===== config.mk =====
export PLATFORM = sky130hd
export DESIGN_NAME = psw_flag_unit
export DESIGN_NICKNAME = d
export VERILOG_FILES = /design/src/rtl/psw_pkg.sv /design/src/rtl/psw_alu_flags.sv /design/src/rtl/psw_ctrl_flags.sv /design/src/rtl/psw_dpage.sv /design/src/rtl/psw_flag_unit.sv
export SDC_FILE = /design/constraint.sdc
export NUM_CORES = 1
export LEC_CHECK = 0
export BUFFER_PORTS_ARGS = -buffer_cell sky130_fd_sc_hd__buf_2
export CORE_MARGIN = 3
export CORE_UTILIZATION = 33
export CTS_BUF_LIST = sky130_fd_sc_hd__clkbuf_16
export CTS_CLUSTER_DIAMETER = 150
export DETAILED_ROUTE_END_ITERATION = 12
export PLACE_DENSITY = 0.84
export SLEW_MARGIN = 10
export SYNTH_ARGS = -nofsm -noshare
export SYNTH_HDL_FRONTEND = slang
export SYNTH_SLANG_ARGS = --single-unit

===== constraint.sdc =====
create_clock -name clk -period 1.7 [get_ports clk]
set_clock_uncertainty 0.15 [all_clocks]
set_input_delay 0.085 -clock clk [delete_from_list [all_inputs] [get_ports clk]]
set_output_delay 0.085 -clock clk [all_outputs]
set_load 0.005 [all_outputs]

===== src/rtl/psw_pkg.sv =====
package psw_pkg;
  localparam int PSW_W = 8;

  typedef struct packed {
    logic n;
    logic v;
    logic g;
    logic b;
    logic h;
    logic i;
    logic z;
    logic c;
  } psw_t;
endpackage


===== src/rtl/psw_alu_flags.sv =====
module psw_alu_flags #(
  parameter int DATA_W = 8
) (
  input  logic [DATA_W-1:0] res,
  input  logic              co,
  input  logic              hc,
  input  logic              ovf,
  input  logic              up_n,
  input  logic              up_v,
  input  logic              up_h,
  input  logic              up_z,
  input  logic              up_c,
  input  logic              tst,
  input  logic [1:0]        tst_bits,
  input  logic              clr_ovh,
  input  logic              cur_n,
  input  logic              cur_v,
  input  logic              cur_h,
  input  logic              cur_z,
  input  logic              cur_c,
  output logic              n_nx,
  output logic              v_nx,
  output logic              h_nx,
  output logic              z_nx,
  output logic              c_nx
);
  localparam int SIGN_B = DATA_W - 1;

  always_comb begin
    n_nx = cur_n;
    if (tst)       n_nx = tst_bits[1];
    else if (up_n) n_nx = res[SIGN_B];

    v_nx = cur_v;
    if (clr_ovh)   v_nx = 1'b0;
    else if (tst)  v_nx = tst_bits[0];
    else if (up_v) v_nx = ovf;

    h_nx = cur_h;
    if (clr_ovh)   h_nx = 1'b0;
    else if (up_h) h_nx = hc;

    z_nx = cur_z;
    if (up_z)      z_nx = (res == '0);

    c_nx = cur_c;
    if (up_c)      c_nx = co;
  end
endmodule


===== src/rtl/psw_ctrl_flags.sv =====
module psw_ctrl_flags (
  input  logic cur_g,
  input  logic cur_i,
  input  logic cur_b,
  input  logic g_set,
  input  logic g_clr,
  input  logic i_set,
  input  logic i_clr,
  input  logic ack,
  input  logic brk_p,
  output logic g_nx,
  output logic i_nx,
  output logic b_nx
);
  always_comb begin
    g_nx = cur_g;
    if (g_clr)        g_nx = 1'b0;
    else if (g_set)   g_nx = 1'b1;

    i_nx = cur_i;
    if (i_clr || ack) i_nx = 1'b0;
    else if (i_set)   i_nx = 1'b1;

    b_nx = cur_b;
    if (brk_p)        b_nx = 1'b1;
  end
endmodule


===== src/rtl/psw_dpage.sv =====
module psw_dpage #(
  parameter int OFF_W = 8
) (
  input  logic             page_sel,
  input  logic [OFF_W-1:0] off,
  output logic [OFF_W:0]   addr
);
  always_comb begin
    addr = {page_sel, off};
  end
endmodule


===== src/rtl/psw_flag_unit.sv =====
module psw_flag_unit
  import psw_pkg::*;
(
  input  logic             clk,
  input  logic             rst_n,
  input  logic [PSW_W-1:0] alu_res,
  input  logic             alu_co,
  input  logic             alu_hc,
  input  logic             alu_ovf,
  input  logic             upd_n,
  input  logic             upd_v,
  input  logic             upd_h,
  input  logic             upd_z,
  input  logic             upd_c,
  input  logic             bt_en,
  input  logic [1:0]       bt_hi,
  input  logic             clr_vh,
  input  logic             set_g,
  input  logic             clr_g,
  input  logic             set_i,
  input  logic             clr_i,
  input  logic             irq_ack,
  input  logic             brk,
  input  logic             ld_en,
  input  logic [PSW_W-1:0] ld_val,
  input  logic [PSW_W-1:0] dp_off,
  output logic [PSW_W-1:0] psw,
  output logic             flag_n,
  output logic             flag_v,
  output logic             flag_g,
  output logic             flag_b,
  output logic             flag_h,
  output logic             flag_i,
  output logic             flag_z,
  output logic             flag_c,
  output logic [PSW_W:0]   dp_addr
);
  psw_t cur_q;
  psw_t upd_d;
  psw_t nxt_d;
  logic any_evt;

  psw_alu_flags #(.DATA_W(PSW_W)) u_alu (
    .res(alu_res), .co(alu_co), .hc(alu_hc), .ovf(alu_ovf),
    .up_n(upd_n), .up_v(upd_v), .up_h(upd_h), .up_z(upd_z), .up_c(upd_c),
    .tst(bt_en), .tst_bits(bt_hi), .clr_ovh(clr_vh),
    .cur_n(cur_q.n), .cur_v(cur_q.v), .cur_h(cur_q.h),
    .cur_z(cur_q.z), .cur_c(cur_q.c),
    .n_nx(upd_d.n), .v_nx(upd_d.v), .h_nx(upd_d.h),
    .z_nx(upd_d.z), .c_nx(upd_d.c)
  );

  psw_ctrl_flags u_ctrl (
    .cur_g(cur_q.g), .cur_i(cur_q.i), .cur_b(cur_q.b),
    .g_set(set_g), .g_clr(clr_g), .i_set(set_i), .i_clr(clr_i),
    .ack(irq_ack), .brk_p(brk),
    .g_nx(upd_d.g), .i_nx(upd_d.i), .b_nx(upd_d.b)
  );

  psw_dpage #(.OFF_W(PSW_W)) u_dp (
    .page_sel(cur_q.g), .off(dp_off), .addr(dp_addr)
  );

  // Next-state: a whole-byte load overrides every individual update.
  always_comb begin
    nxt_d = upd_d;
    if (ld_en) nxt_d = psw_t'(ld_val);
  end

  always_ff @(posedge clk or negedge rst_n) begin
    if (!rst_n) cur_q <= '0;
    else        cur_q <= nxt_d;
  end

  assign psw    = cur_q;
  assign flag_n = cur_q.n;
  assign flag_v = cur_q.v;
  assign flag_g = cur_q.g;
  assign flag_b = cur_q.b;
  assign flag_h = cur_q.h;
  assign flag_i = cur_q.i;
  assign flag_z = cur_q.z;
  assign flag_c = cur_q.c;

  assign any_evt = upd_n | upd_v | upd_h | upd_z | upd_c | bt_en | clr_vh |
                   set_g | clr_g | set_i | clr_i | irq_ack | brk | ld_en;

  AST_LOAD_WINS: assert property (@(posedge clk) disable iff (!rst_n)
    ld_en |=> psw == $past(ld_val));
  AST_CLRVH_CLEARS: assert property (@(posedge clk) disable iff (!rst_n)
    (clr_vh && !ld_en) |=> (!flag_v && !flag_h));
  AST_ACK_CLEARS_I: assert property (@(posedge clk) disable iff (!rst_n)
    (irq_ack && !ld_en) |=> !flag_i);
  AST_BRK_SETS_B: assert property (@(posedge clk) disable iff (!rst_n)
    (brk && !ld_en) |=> flag_b);
  AST_IDLE_HOLDS: assert property (@(posedge clk) disable iff (!rst_n)
    !any_evt |=> $stable(psw));
  AST_BT_TAKES_N: assert property (@(posedge clk) disable iff (!rst_n)
    (bt_en && !ld_en) |=> flag_n == $past(bt_hi[1]));
endmodule


After elaboration in Yosys (flattened, before gate mapping):

Cells that the tools add are included.

* muxes and demuxes: 15
* reduce and logical (&&, ||, !) cells: 10

Operators with widths (count)
* $mux W1: 14
* $reduce_bool A3 Y1: 4
* $logic_not A8 Y1: 1
* $mux W8: 1
* $reduce_bool A2 Y1: 3
* $reduce_bool A4 Y1: 1
* $logic_or A1 B1 Y1: 1

* register bits after elaboration: 8
* input bits: 45

Depth between registers and ports, before layout:

* depth in word-level cells: 4
* gate-level depth with buffers: 4
* depth with buffers taken out: 3

Hierarchy:

From an unflattened synthesis, not the netlist that was laid out.

* cells, all modules: 54
* area total of the unflattened synthesis: 590.6 um^2

By module, submodules not included
* psw_flag_unit: instances 1, cells each 25, area an instance 391.6 um^2, sequential area each 200.2 um^2
* psw_alu_flags: instances 1, cells each 15, area an instance 108.9 um^2, sequential area each 0.0 um^2
* psw_dpage: instances 1, cells each 9, area an instance 67.6 um^2, sequential area each 0.0 um^2
* psw_ctrl_flags: instances 1, cells each 5, area an instance 22.5 um^2, sequential area each 0.0 um^2

Least setup slack after synthesis:

OpenSTA, ideal clock, no wires.

* path kind: reg2reg
* start: register flag_v (netlist name)
* end: register cur_q, in the netlist flag_v
* arrival: 816 ps
* data required time: 1427 ps
* path slack: 611 ps
* cell stages (with the launch flop): 4
* path buffers: 0
* period minus slack after synthesis: 1089 ps
* cell sequence: dfrtp_1 mux2_2 mux2i_1 o31ai_1

RTL lines
* end signal: assignment: line psw_flag_unit.sv:72 `else cur_q <= nxt_d;`
* end: declaration: line psw_flag_unit.sv:38 `psw_t cur_q;`

Worst setup path after layout:

* start: input ld_val[1]
* end: register cur_q, in the netlist flag_z

* word-level cells in the longest chain between the ends: 1

Ends and longest elaborated chain
* start: declaration: line psw_flag_unit.sv:25 `input logic [PSW_W-1:0] ld_val,`
* $mux W8: line psw_flag_unit.sv:67 `if (ld_en) nxt_d = psw_t'(ld_val);`

Every way passes these cells.
A chain may end at the register's enable or synchronous reset.

==> impl_metrics.yaml <==
floorplan:
  ioPinCount: 70
  die_y_um: 46.2
  rows: 13
  coreArea_um2: 1400
  die_w_um: 46.2
  start_util_pct: 38.1
  dieArea_um2: 2130
power:
  p_leak_uw: 0.000488
  pwr-share-seq_pct: 29.0
  p_per_area_nw_per_um2: 847
  swShare_pct: 19.8
  peakVddDrop_mv: 0.889
  power_switching_uw: 149
  clkPwrFrac_pct: 51.3
  finalPower_uw: 753
  internal_power_uw: 603
  comb_power_share_pct: 19.6
synth:
  synth-seq-cells: 8
  yosysWarnings: 0
  synth_cell_type_count: 15
  ys_seq_area_share_pct: 37.6
  netlist_instances: 56
  syn_avg_cell_area_um2: 9.52
  synth_area_leader_cell: "dfrtp_1"
  synth.top_cell.area_share_pct: 37.6
  syn_nets: 101
  syn_area_um2: 533
  yosys-top-cells-area: "dfrtp_1 (38%), buf_4 (24%), mux2i_1 (7.5%), nand2_1 (5.6%), mux2_2 (4.2%)"
sta:
  clock.fmax_ghz: 0.625
  slew_violations: 0
  fin_setup_tns_ns: 0
  hold_ws_ns: 0.0160
  fin_crit_sh_pct: 94.2
  max_slew_margin_pct: 82.6
  fin_crit_ns: 1.60
  final_hold_viol_count: 0
  tightest_slew_ns: 0.258
  rsz0062_at_grt: "no"
  setup_viol: 0
worst_setup_path:
  start_kind: "input pin"
  cp-end-kind: "flip-flop"
  crit_required_ns: 1.66
  crit_type: "input pin to flip-flop"
  worst_ep_arrival_time_ns: 1.56
  path_max_fanout: 1
finish:
  layout.nets: 154
  final_area_um2: 888
  regArea_um2: 200
  multi_input_area_um2: 189
  antenna_cells: 0
  drive_gt1_share_pct: 55.1
  fillCellCount: 128
  areaGrowthSynthToFinish_pct: 66.7
global_route:
  overflow: 0
  track_usage_pct: 15.4
  grt_pass1_vias: 534
  grt_pass1_wl_um: 2250
  grt_max_degree: 18
  grt_antenna_before_repair: 0
route:
  routed_via_density: 4.74
  ant_nets: 0
  totalWireLength_um: 1460
  wl_per_cell_um: 11.9
  drc: 0
  drt_iter0_markers: 5
  firstDrtPassIters: 2
  vias: 578
clock_network:
  root_buffer: "clkbuf_16"
  cts_buffers: 3
  cts_setup_buffers: 0
  cts_max_level: 1
  clock-sinks: 8
  cts_tree: "yes"
  path_clk_slew_ns: 0.04
  cts_max_path_buffers: 2
  insertion_delay_ns: 0.23
placement:
  place_congestion: 0.696
  place_area_um2: 673
  io_buffers: 53
run_status:
  status: "completed"
worst_hold_path:
  hold_path.class: "input pin to flip-flop"
flow_run:
  drv_cap: 0
area by class of cell:
cell class                      count  share of cell area (%)
Clock buffer                        3                    8.45
Tap cell                           15                    2.11
Multi-Input combinational cell     29                    21.3
Sequential cell                     8                    22.5
Timing Repair Buffer               67                    45.6
cells by family after synthesis:
kind of cell    synth area share [%]
buf+inv                         27.0
simple gates                    13.6
compound gates                  10.1
flops                           37.6
mux                             11.7
routing by layer:
layer,track usage (%),share of wire (%),up-vias
met2,29.1,53,41
met4,6.25,0.89,0
met1,13.8,32,256
met3,7.03,14,4
met5,0,0,-
li1,-,-,277
registers in the layout (all words and copies together), names as in the netlist:
register	count
flag_c	1
flag_v	1
flag_h	1
flag_z	1
flag_b	1
flag_i	1
flag_n	1
flag_g	1
timing repair:
item                      4_1_cts  5_1_grt
gates resized for setup         0        0
hold buffers                   14        0
hold endpoints to repair       16        0
final timing paths:
kind	start	slack, ns	to	cells past startpoint
worst max-delay path	ld_val[1]	0.1	flag_z$_DFFE_PN0P_	5
worst min-delay path	alu_co	0.02	flag_c$_DFFE_PN0P_	3
worst max register to register	flag_i$_DFFE_PN0P_	0.26	flag_i$_DFFE_PN0P_	3
worst min register to register	flag_c$_DFFE_PN0P_	0.46	flag_c$_DFFE_PN0P_	2
max in group asynchronous	rst_n	1.16	flag_g$_DFFE_PN0P_	2
min in group asynchronous	rst_n	0.08	flag_i$_DFFE_PN0P_	2
cells in the mapped netlist (all sizes together):
cell type   n
o21ai       3
o31ai       3
mux2        2
o41ai       1
nor2        4
dfrtp       8
nor4        2
buf        19
a22oi       1
nand2       8
nand4b      1
mux2i       4
critical path: stages:
cell	delay (ns)
dlygate4sd3_1	0.55
buf_2	0.12
a22oi_1	0.18
nand2_1	0.07
dlygate4sd3_1	0.55
power by group through the flow:
stage | logic [uW] | clock network [uW] | registers, uW
CTS | 149 | 398 | 218
floorplan | 76.8 | 0 | 222
global placement | 117 | 0 | 219
finish | 148 | 386 | 218
global route | 166 | 409 | 221
detailed placement | 120 | 0 | 220
stage by stage:
step / instances / worst slack, ns / utilization [%]
after floorplan: 56 / 0.611 / -
after global placement: 105 / 0.614 / 48.1
after detailed placement: 105 / 0.555 / 48.1
after CTS: 122 / 0.145 / 63.5
after global routing: 122 / 0.0497 / 63.5
final: 122 / 0.0992 / 63.5
cell usage in the layout (no fill, tap or decap):
master / n
a22oi_1: 1
buf_2: 53
clkbuf_16: 3
dfrtp_1: 8
dlygate4sd3_1: 14
mux2_2: 2
mux2i_1: 4
nand2_1: 8
nand4b_1: 1
nor2_1: 4
nor4_1: 1
nor4_2: 1
o21ai_0: 3
o31ai_1: 3
o41ai_1: 1
(Power assumes the default switching activity.)
